--- src/rtl/snd_sel_pkg.sv ---
// Shared types and code classification for the sound mode selector.
// Assumes 8-bit standard codes; route pairs are packed {right,left}.
package snd_sel_pkg;

    typedef enum logic [2:0] {
        SRC_PRI = 3'd0,
        SRC_SEC = 3'd1,
        SRC_STL = 3'd2,
        SRC_STR = 3'd3,
        SRC_DA  = 3'd4,
        SRC_DB  = 3'd5
    } src_e;

    typedef enum logic [1:0] {
        CLS_NONE,
        CLS_DUALFM,
        CLS_DIG,
        CLS_MPX
    } cls_e;

    localparam int NUM_CH  = 4;
    localparam int PAIR_W  = 6;
    localparam int ROUTE_W = NUM_CH * PAIR_W;
    localparam int ST_W    = 6;

    localparam int ST_STEREO = 0;
    localparam int ST_BILING = 1;
    localparam int ST_SAP    = 2;
    localparam int ST_DIG    = 3;
    localparam int ST_FB     = 4;
    localparam int ST_SRCH   = 5;

    function automatic logic [PAIR_W-1:0] pair(src_e l, src_e r);
        return {r, l};
    endfunction

    function automatic cls_e std_class(logic [7:0] c);
        case (c)
            8'h02, 8'h03, 8'h04, 8'h05, 8'h07, 8'h30: return CLS_DUALFM;
            8'h08, 8'h09, 8'h0A, 8'h0B:               return CLS_DIG;
            8'h20, 8'h21, 8'h40:                      return CLS_MPX;
            default:                                  return CLS_NONE;
        endcase
    endfunction

    function automatic logic in_group(logic [7:0] c);
        case (c)
            8'h03, 8'h08, 8'h04, 8'h05, 8'h07, 8'h0B: return 1'b1;
            default:                                  return 1'b0;
        endcase
    endfunction

    function automatic logic [7:0] next_std(logic [7:0] c);
        case (c)
            8'h03:   return 8'h08;
            8'h08:   return 8'h03;
            8'h04:   return 8'h05;
            8'h05:   return 8'h07;
            8'h07:   return 8'h0B;
            8'h0B:   return 8'h04;
            default: return c;
        endcase
    endfunction

endpackage

--- src/rtl/snd_std_search.sv ---
// Holds the active standard code and runs the dwell-timed search across
// mono-compatible variants. Assumes tick_i is a single-cycle time base.
module snd_std_search
    import snd_sel_pkg::*;
#(
    parameter int DWELL = 64
) (
    input  logic       clk,
    input  logic       rst_n,
    input  logic       sel_load_i,
    input  logic [7:0] sel_std_i,
    input  logic       tick_i,
    input  logic       ident_i,
    output logic [7:0] act_std_o,
    output logic       searching_o
);
    localparam int CNT_W = (DWELL > 2) ? $clog2(DWELL) : 1;
    localparam logic [CNT_W-1:0] CNT_LAST = CNT_W'(DWELL - 1);

    logic [7:0]       act_std_q;
    logic [CNT_W-1:0] dwell_q;

    assign searching_o = in_group(act_std_q) && !ident_i;
    assign act_std_o   = act_std_q;

    // Load a new code, restart the dwell on identification, step on dwell expiry.
    always_ff @(posedge clk) begin
        if (!rst_n) begin
            act_std_q <= 8'h00;
            dwell_q   <= '0;
        end else if (sel_load_i) begin
            act_std_q <= sel_std_i;
            dwell_q   <= '0;
        end else if (!searching_o) begin
            dwell_q   <= '0;
        end else if (tick_i) begin
            if (dwell_q == CNT_LAST) begin
                act_std_q <= next_std(act_std_q);
                dwell_q   <= '0;
            end else begin
                dwell_q   <= dwell_q + 1'b1;
            end
        end
    end


    hold_on_ident_chk: assert property (@(posedge clk) disable iff (!rst_n)
        (!sel_load_i && ident_i) |=> $stable(act_std_q));


    step_on_tick_chk: assert property (@(posedge clk) disable iff (!rst_n)
        (!sel_load_i && !tick_i) |=> $stable(act_std_q));

endmodule

--- src/rtl/snd_dig_fallback.sv ---
// Hysteretic digital-to-analog fallback: enters at or above ERR_HI or on
// carrier loss, leaves at or below ERR_LO with carrier. Assumes ERR_LO < ERR_HI.
module snd_dig_fallback #(
    parameter int ERR_W  = 8,
    parameter int ERR_HI = 96,
    parameter int ERR_LO = 32
) (
    input  logic             clk,
    input  logic             rst_n,
    input  logic             sel_load_i,
    input  logic             dig_std_i,
    input  logic             carrier_i,
    input  logic [ERR_W-1:0] err_i,
    output logic             fb_o
);
    localparam logic [ERR_W-1:0] HI = ERR_W'(ERR_HI);
    localparam logic [ERR_W-1:0] LO = ERR_W'(ERR_LO);

    logic fb_q;
    assign fb_o = fb_q;

    // Track fallback state with separate enter and leave thresholds.
    always_ff @(posedge clk) begin
        if (!rst_n || sel_load_i || !dig_std_i) begin
            fb_q <= 1'b0;
        end else if (!fb_q) begin
            if (!carrier_i || err_i >= HI) fb_q <= 1'b1;
        end else begin
            if (carrier_i && err_i <= LO) fb_q <= 1'b0;
        end
    end


    fb_keep_chk: assert property (@(posedge clk) disable iff (!rst_n)
        (!sel_load_i && dig_std_i && fb_q && carrier_i && err_i > LO) |=> fb_q);


    fb_stay_off_chk: assert property (@(posedge clk) disable iff (!rst_n)
        (!sel_load_i && dig_std_i && !fb_q && carrier_i && err_i < HI) |=> !fb_q);

endmodule

--- src/rtl/snd_route_map.sv ---
// Combinational map from active standard, fallback state and identification
// flags to the four channel route slots and the status word.
module snd_route_map
    import snd_sel_pkg::*;
(
    input  logic [7:0]         act_std_i,
    input  logic               fb_i,
    input  logic               searching_i,
    input  logic               id_stereo_i,
    input  logic               id_biling_i,
    input  logic               pilot_i,
    input  logic               sap_i,
    output logic [ROUTE_W-1:0] route_o,
    output logic [ST_W-1:0]    status_o
);
    logic [PAIR_W-1:0] ch [NUM_CH];
    logic [PAIR_W-1:0] base;
    logic              mpx_st;
    logic              mpx_sap;

    // Work out the per-channel source pairs and status for the current class.
    always_comb begin
        for (int k = 0; k < NUM_CH; k++) ch[k] = pair(SRC_PRI, SRC_PRI);
        status_o = '0;
        status_o[ST_SRCH] = searching_i;
        mpx_st  = pilot_i && (act_std_i != 8'h20);
        mpx_sap = sap_i && (act_std_i != 8'h40);
        base    = mpx_st ? pair(SRC_STL, SRC_STR) : pair(SRC_PRI, SRC_PRI);
        case (std_class(act_std_i))
            CLS_DUALFM: begin
                if (id_biling_i) begin
                    ch[0] = pair(SRC_PRI, SRC_SEC);
                    ch[1] = pair(SRC_PRI, SRC_SEC);
                    ch[3] = pair(SRC_SEC, SRC_SEC);
                    status_o[ST_BILING] = 1'b1;
                end else if (id_stereo_i) begin
                    for (int k = 0; k < NUM_CH; k++) ch[k] = pair(SRC_STL, SRC_STR);
                    status_o[ST_STEREO] = 1'b1;
                end
            end
            CLS_DIG: begin
                if (fb_i) begin
                    status_o[ST_FB] = 1'b1;
                end else begin
                    status_o[ST_DIG] = 1'b1;
                    if (id_biling_i) begin
                        ch[1] = pair(SRC_DA, SRC_DB);
                        ch[2] = pair(SRC_DA, SRC_DA);
                        ch[3] = pair(SRC_DB, SRC_DB);
                        status_o[ST_BILING] = 1'b1;
                    end else if (id_stereo_i) begin
                        for (int k = 1; k < NUM_CH; k++) ch[k] = pair(SRC_DA, SRC_DB);
                        status_o[ST_STEREO] = 1'b1;
                    end else begin
                        for (int k = 1; k < NUM_CH; k++) ch[k] = pair(SRC_DA, SRC_DA);
                    end
                end
            end
            CLS_MPX: begin
                for (int k = 0; k < NUM_CH; k++) ch[k] = base;
                status_o[ST_STEREO] = mpx_st;
                if (mpx_sap) begin
                    ch[0] = pair(SRC_PRI, SRC_SEC);
                    ch[1] = pair(SRC_PRI, SRC_SEC);
                    ch[3] = pair(SRC_SEC, SRC_SEC);
                    status_o[ST_SAP] = 1'b1;
                end
            end
            default: ;
        endcase
    end

    for (genvar g = 0; g < NUM_CH; g++) begin : g_pack
        assign route_o[g*PAIR_W +: PAIR_W] = ch[g];
    end

endmodule

--- src/rtl/snd_mode_sel.sv ---
// Top of the automatic sound mode selector: search, fallback and routing,
// with registered route, status and a one-cycle status change pulse.
// Assumes all inputs are synchronous to clk.
module snd_mode_sel
    import snd_sel_pkg::*;
#(
    parameter int DWELL  = 64,
    parameter int ERR_W  = 8,
    parameter int ERR_HI = 96,
    parameter int ERR_LO = 32
) (
    input  logic             clk,
    input  logic             rst_n,
    input  logic             sel_load_i,
    input  logic [7:0]       sel_std_i,
    input  logic             tick_i,
    input  logic             id_stereo_i,
    input  logic             id_biling_i,
    input  logic             pilot_i,
    input  logic             sap_i,
    input  logic             dig_carrier_i,
    input  logic [ERR_W-1:0] dig_err_i,
    output logic [7:0]       act_std_o,
    output logic [23:0]      route_o,
    output logic [5:0]       status_o,
    output logic             stat_chg_o
);
    logic [7:0]         act_std;
    logic               searching;
    logic               fb;
    logic [ROUTE_W-1:0] route_d, route_q;
    logic [ST_W-1:0]    status_d, status_q;
    logic               chg_q;

    snd_std_search #(.DWELL(DWELL)) u_search (
        .clk         (clk),
        .rst_n       (rst_n),
        .sel_load_i  (sel_load_i),
        .sel_std_i   (sel_std_i),
        .tick_i      (tick_i),
        .ident_i     (id_stereo_i || id_biling_i),
        .act_std_o   (act_std),
        .searching_o (searching)
    );

    snd_dig_fallback #(.ERR_W(ERR_W), .ERR_HI(ERR_HI), .ERR_LO(ERR_LO)) u_fb (
        .clk        (clk),
        .rst_n      (rst_n),
        .sel_load_i (sel_load_i),
        .dig_std_i  (std_class(act_std) == CLS_DIG),
        .carrier_i  (dig_carrier_i),
        .err_i      (dig_err_i),
        .fb_o       (fb)
    );

    snd_route_map u_map (
        .act_std_i   (act_std),
        .fb_i        (fb),
        .searching_i (searching),
        .id_stereo_i (id_stereo_i),
        .id_biling_i (id_biling_i),
        .pilot_i     (pilot_i),
        .sap_i       (sap_i),
        .route_o     (route_d),
        .status_o    (status_d)
    );

    // Register the route and status, flagging each status change.
    always_ff @(posedge clk) begin
        if (!rst_n) begin
            route_q  <= '0;
            status_q <= '0;
            chg_q    <= 1'b0;
        end else begin
            route_q  <= route_d;
            status_q <= status_d;
            chg_q    <= (status_d != status_q);
        end
    end

    assign act_std_o  = act_std;
    assign route_o    = route_q;
    assign status_o   = status_q;
    assign stat_chg_o = chg_q;


    stat_pulse_chk: assert property (@(posedge clk) disable iff (!rst_n)
        (status_q != $past(status_q)) |-> stat_chg_o);


    dig_ch0_analog_chk: assert property (@(posedge clk) disable iff (!rst_n)
        status_q[ST_DIG] |-> (route_q[PAIR_W-1:0] == '0));

endmodule

--- config.mk ---
export PLATFORM = sky130hd
export DESIGN_NAME = snd_mode_sel
export DESIGN_NICKNAME = d
export VERILOG_FILES = /design/src/rtl/snd_sel_pkg.sv /design/src/rtl/snd_std_search.sv /design/src/rtl/snd_dig_fallback.sv /design/src/rtl/snd_route_map.sv /design/src/rtl/snd_mode_sel.sv
export SDC_FILE = /design/constraint.sdc
export NUM_CORES = 1
export LEC_CHECK = 0
export ABC_CLOCK_PERIOD_IN_PS = 4350
export BUFFER_PORTS_ARGS = -buffer_cell sky130_fd_sc_hd__buf_2
export CAP_MARGIN = 10
export CORE_MARGIN = 2
export CORE_UTILIZATION = 35
export CTS_CLUSTER_SIZE = 12
export DETAILED_ROUTE_END_ITERATION = 6
export PLACE_DENSITY = 0.62
export SLEW_MARGIN = 30
export SYNTH_ARGS = -nofsm -noshare
export SYNTH_HDL_FRONTEND = slang
export SYNTH_SLANG_ARGS = --single-unit
export TNS_END_PERCENT = 20
--- constraint.sdc ---
create_clock -name clk -period 4.35 [get_ports clk]
set_input_delay 0.435 -clock clk [delete_from_list [all_inputs] [get_ports clk]]
set_output_delay 0.435 -clock clk [all_outputs]
set_load 0.01 [all_outputs]
==> flow_summary_export.csv, run 1 <==
group,metric,value,unit
sta,max_slew.worst_pin.slew,0.715,ns
clock_network,cts_max_level,2,
setup_path,arrival,2.99,ns
sta,max_freq,358,MHz
setup_path,cp_max_fo,12,
sta,setup_violations,0,
route,viasPerCell,4.99,
sta,period_minus_slack,2.79,ns
placement,portBuffers,58,
hold_path,min_path_cells,3,
power_and_ir_drop,pwr-share-clk,33.6,%
grt,grt.total_usage,14.3,%
sta,rsz0062_at_grt,"false",
sta,setup_tns,0,ns
power_and_ir_drop,p_int,442,µW
logic_synthesis,yosys.area.top_type,"dfxtp_1",
setup_path,worstPathRequired,4.55,ns
logic_synthesis,ys_warn_count,0,
flow_run,cap_viol_max_count,0,
setup_path,cp-start-kind,"register",
route,first_pass_iters,4,
logic_synthesis,synth.distinct_cells,49,
die,dieArea,5200,µm²
power_and_ir_drop,seqPwrFrac,47.1,%
die,core,4410,µm²
setup_path,end_kind,"register",
layout,diodes,0,
grt,grt_pass1_wl,5750,µm
die,fp.dieW,72.1,µm
route,drtIter0Drc,61,
die,die_h,72.1,µm
status,status,"finished, final reports clean",
grt,grt_max_degree,13,
clock_network,clkTransAtPathRegs,0.06,ns
clock_network,post_cts_buffers,0,
power_and_ir_drop,power_leakage,0.872,nW
route,ant_nets,0,
clock_network,cts_root_buf,"clkbuf_8",
sta,whs,0.415,ns
power_and_ir_drop,switchingPower,171,µW
sta,slew_headroom,51.7,%
setup_path,reg2regPathDepth,10,
logic_synthesis,synth_top_area_share,35.7,%
grt,antenna_found_initial,0,
sta,drv_slew,0,
layout,fin_nets,265,
clock_network,cts_inserted_buffers,5,
logic_synthesis,syn_avg_cell_area,8.65,µm²
clock_network,clock_sinks,29,
sta,period_share,64.2,%
die,start_util,36.8,%
grt,grt_pass1_vias,1286,
hold_path,hold_class,"primary input to register",
power_and_ir_drop,irDropWorstVdd,0.000211,V
sta,fin_skew,0.00276,ns
clock_network,cts_tree,"done",
clock_network,ctsResizeCount,0,
die,rows,24,
logic_synthesis,yosysSeqAreaShare,35.7,%
layout,fin_cells,288,
logic_synthesis,synth_area_leaders,"dfxtp_1, buf_4, nor2_1, ha_1, nand2_1",
power_and_ir_drop,p_comb_share,19.3,%
grt,overflow,0,
logic_synthesis,synthArstFlopShare,0,%
route,num_vias,1437,
clock_network,postCtsHoldBufs,0,
placement,dp_hpwl,2690,µm
clock_network,clk_path_buf_depth,2,
logic_synthesis,synthCells,188,
logic_synthesis,netlist_area,1630,µm²
logic_synthesis,synthFlopType,"dfxtp_1",
route,wl,3500,µm
route,drt-wirelength-per-cell,12.2,µm
placement,gp_congestion,0.904,
logic_synthesis,synth_most_common_cell,"dfxtp_1",
layout,drive_gt1_share,32.2,%
power_and_ir_drop,power.density,319,nW/µm²
route,drc,0,
power_and_ir_drop,p_sw_share,27.9,%
sta,hold_violations,0,
placement,dp_cells,280,
setup_path,critical_path_class,"register to register",
logic_synthesis,synth-edff-count,0,
die,io_pins,64,
logic_synthesis,synth_commonest_cells,"dfxtp_1, nor2_1, buf_4, nand2_1, nor2b_1",
clock_network,clock_latency,0.27,ns
layout,syn2layout_area_growth,18.2,%
logic_synthesis,ys_seq_elements,29,
==> metrics by stage <==
step / setup WS [ns] / utilization, % / power, mW / area [µm²]
floorplan: 1.70 / - / 0.381 / 1640
global placement: 1.68 / 41.7 / 0.412 / 1840
detailed placement: 1.56 / 41.7 / 0.412 / 1840
CTS: 1.54 / 43.5 / 0.620 / 1920
global route: 1.17 / 43.5 / 0.645 / 1920
finish: 1.56 / 43.5 / 0.613 / 1920
==> cell type report <==
| class | count | area (µm²) |
|---|---|---|
| fillers | 465 | 2490 |
| multi-input cells | 135 | 882 |
| flip-flops and latches | 29 | 581 |
| repair buffers | 58 | 290 |
| clock buffers | 8 | 80.1 |
| well taps | 52 | 65.1 |
| inverters | 6 | 22.5 |
==> layout by cell type, fill, tap and decap left out, types with 2 or more instances in the layout <==
cell type,count
buf_2,58
dfxtp_1,29
nor2_1,22
nand2_1,14
nor2b_1,7
inv_1,6
o21ai_0,6
a21oi_1,6
a22oi_1,5
ha_1,5
conb_1,5
clkbuf_8,5
nor3_1,4
xnor2_1,4
or2_2,3
and2_1,3
nand2b_1,3
o21a_1,3
and3_1,3
a221oi_2,3
nand3_1,3
xor2_1,3
clkbuf_1,3
nand3b_1,2
nor3b_1,2
o211ai_1,2
or4_4,2
nand4_1,2
o31a_1,2
nor3_2,2
nand4b_1,2
==> registers in the layout, indices dropped and copies added (netlist names) <==
register / count
route_o: 7
stat_chg_o: 1
status_o: 6
u_fb.fb_o: 1
u_search.act_std_o: 8
u_search.dwell_q: 6
==> power by group through the flow <==
stage	registers [mW]	logic, mW	clock network (mW)
6_report	0.289	0.118	0.206
5_1_grt	0.291	0.133	0.222
2_1_floorplan	0.295	0.0855	0
3_5_place_dp	0.294	0.118	0
3_3_place_gp	0.294	0.119	0
4_1_cts	0.289	0.119	0.212
==> path summary, 6_finish.rpt <==
| kind | from | end | slack [ns] |
|---|---|---|---|
| min reg2reg | u_search.dwell_q[5] | u_search.dwell_q[5] | 0.52 |
| min | sel_std_i[7] | u_search.act_std_o[7] | 0.42 |
| max | u_search.act_std_o[1] | stat_chg_o | 1.56 |
| max reg2reg | u_search.act_std_o[1] | stat_chg_o | 1.56 |
==> critical path, stage by stage, from the launching register on <==
cell and delay [ns]:
dfxtp_1 0.52, or2_2 0.18, a32oi_1 0.09, o41ai_1 0.60, inv_1 0.15, ha_1 0.29
nor2b_1 0.16, or2_2 0.31, a21oi_1 0.18, o21ai_0 0.10, a41oi_1 0.14
==> kinds of logic (layout without fill, tap and decap cells) <==
group           count (synthesis)  after routing  share of synthesized area [%]
fa+ha+maj                       5              5                           3.85
buf+inv                        28             72                           10.9
simple gates                   79             79                           26.9
xor+xnor                        7              7                           3.77
flops                          29             29                           35.7
compound gates                 38             38                           18.0
other cells                     1              5                          0.231
mux                             1              1                          0.616
==> metal layers <==
layer	vias up	GRT usage, %	wire, µm
li1	741	-	-
met1	634	18.1	1680
met2	57	22.4	1490
met3	5	4.17	290
met4	0	6.29	47
met5	-	0	0
Power figures use the tool's default switching activity.
==> inputs of run 2 (changes only) <==
ABC_CLOCK_PERIOD_IN_PS = 2480   (was 4350)
PLACE_DENSITY = 0.64   (was 0.62)
clock period = 2.48 ns   (was 4.35 ns; I/O delays follow)
==> flow_summary_export.csv, run 2 (synthesis results as in run 1) <==
group,metric,value,unit
setup_path,end_kind,"register",
sta,fin_skew,0.00387,ns
die,rows,24,
grt,antenna_found_initial,0,
route,drc,0,
route,drt-wirelength-per-cell,12.5,µm
die,core,4410,µm²
layout,largest_reg_flops,8,
sta,max_freq,424,MHz
status,status,"finished, final reports clean",
power_and_ir_drop,finalPower,1.12,mW
layout,diodes,0,
route,drtIter0Drc,55,
clock_network,cts_inserted_buffers,5,
sta,hold_violations,0,
clock_network,cts_tree,"done",
clock_network,clock_latency,0.28,ns
sta,max_slew.worst_pin.slew,0.591,ns
sta,setup_violations,0,
power_and_ir_drop,irDropWorstVdd,0.000324,V
sta,whs,0.230,ns
setup_path,worstPathRequired,2.69,ns
grt,grt.total_usage,14.6,%
placement,portBuffers,58,
placement,gp_congestion,0.796,
setup_path,cp-start-kind,"register",
die,fp.dieW,72.1,µm
layout,final_common_cell,"buf_2",
grt,overflow,0,
sta,period_minus_slack,2.36,ns
clock_network,cts_root_buf,"clkbuf_8",
sta,setup_tns,0,ns
route,ant_nets,0,
die,die_h,72.1,µm
layout,mostFrequentLayoutCells,"buf_2, dfxtp_1, nor2_1",
sta,slew_headroom,60.2,%
die,start_util,36.8,%
layout,fin_nets,271,
placement,dp_cells,286,
route,viasPerCell,4.95,
power_and_ir_drop,power.density,554,nW/µm²
layout,drive_gt1_share,39.4,%
sta,drv_slew,0,
setup_path,critical_path_class,"register to register",
layout,fin_cells,293,
die,dieArea,5200,µm²
route,wl,3670,µm
power_and_ir_drop,power_leakage,0.922,nW
clock_network,cts_max_level,2,
grt,grt_max_degree,13,
setup_path,arrival,2.57,ns
placement,dp_hpwl,2820,µm
layout,syn2layout_area_growth,24.3,%
clock_network,post_cts_buffers,0,
sta,period_share,95.1,%
clock_network,clkTransAtPathRegs,0.05,ns
route,first_pass_iters,4,
flow_run,cap_viol_max_count,0,
grt,grt_pass1_wl,5920,µm
setup_path,cp_max_fo,12,
clock_network,clk_path_buf_depth,2,
route,num_vias,1450,
hold_path,hold_class,"primary input to register",
clock_network,clock_sinks,29,
sta,rsz0062_at_grt,"false",
die,io_pins,64,
grt,grt_pass1_vias,1346,
run 2: changes by cell type in the layout (fill, tap and decap cells not counted), sizes merged:
| cell | before | now |
|---|---|---|
| buf | 58 | 64 |
| clkbuf | 8 | 7 |
run 2: repair_timing:
| item | in CTS | in global routing |
|---|---|---|
| endpoints found under the setup margin | 0 | 4 |
| resized for setup | 0 | 13 |
| hold buffers | 0 | 0 |
run 2: metal layers:
metal | up-vias | routed length [µm] | GRT usage (%)
met1 | 649 | 1710 | 17.7
met2 | 52 | 1690 | 23.4
met5 | - | 0 | 0
met3 | 4 | 246 | 5.69
met4 | 0 | 27 | 5.66
li1 | 745 | - | -
run 2: per-stage QoR:
step | setup slack (ns) | cell area (µm²) | util, %
2_1_floorplan | 0.0870 | 1650 | -
3_3_place_gp | 0.0927 | 1890 | 42.9
3_5_place_dp | 0.0294 | 1890 | 42.9
4_1_cts | 0.0127 | 1980 | 44.8
5_1_grt | 0.0123 | 2020 | 45.8
6_report | 0.120 | 2020 | 45.8
run 2: final timing paths:
check | from | end | slack (ns) | depth (start not counted)
setup reg to reg | u_search.act_std_o[4] | u_search.act_std_o[3] | 0.12 | 5
hold / removal | sel_std_i[5] | u_search.act_std_o[5] | 0.23 | 3
hold reg to reg | u_search.dwell_q[5] | u_search.dwell_q[5] | 0.53 | 2
setup / recovery | u_search.act_std_o[4] | u_search.act_std_o[3] | 0.12 | 5
run 2: where the power goes:
part	internal, mW	total, mW	switching [mW]	leakage (nW)
combinational	0.106	0.232	0.126	0.640
sequential	0.486	0.506	0.0204	0.238
clock	0.219	0.381	0.162	0.0443
run 2: critical path, cell delays in order (launching register included):
cell and delay, ns:
dfxtp_1 0.36, or4_4 0.57, or4_4 0.51, o31a_2 0.42, a221o_1 0.29, a21oi_1 0.13
run 2: area by class of cell:
| cell class | instances | area (µm²) |
|---|---|---|
| Clock buffer | 7 | 86.3 |
| Fill cell | 464 | 2390 |
| Inverter | 6 | 22.5 |
| Multi-Input combinational cell | 135 | 925 |
| Sequential cell | 29 | 587 |
| Tap cell | 52 | 65.1 |
| Timing Repair Buffer | 64 | 335 |
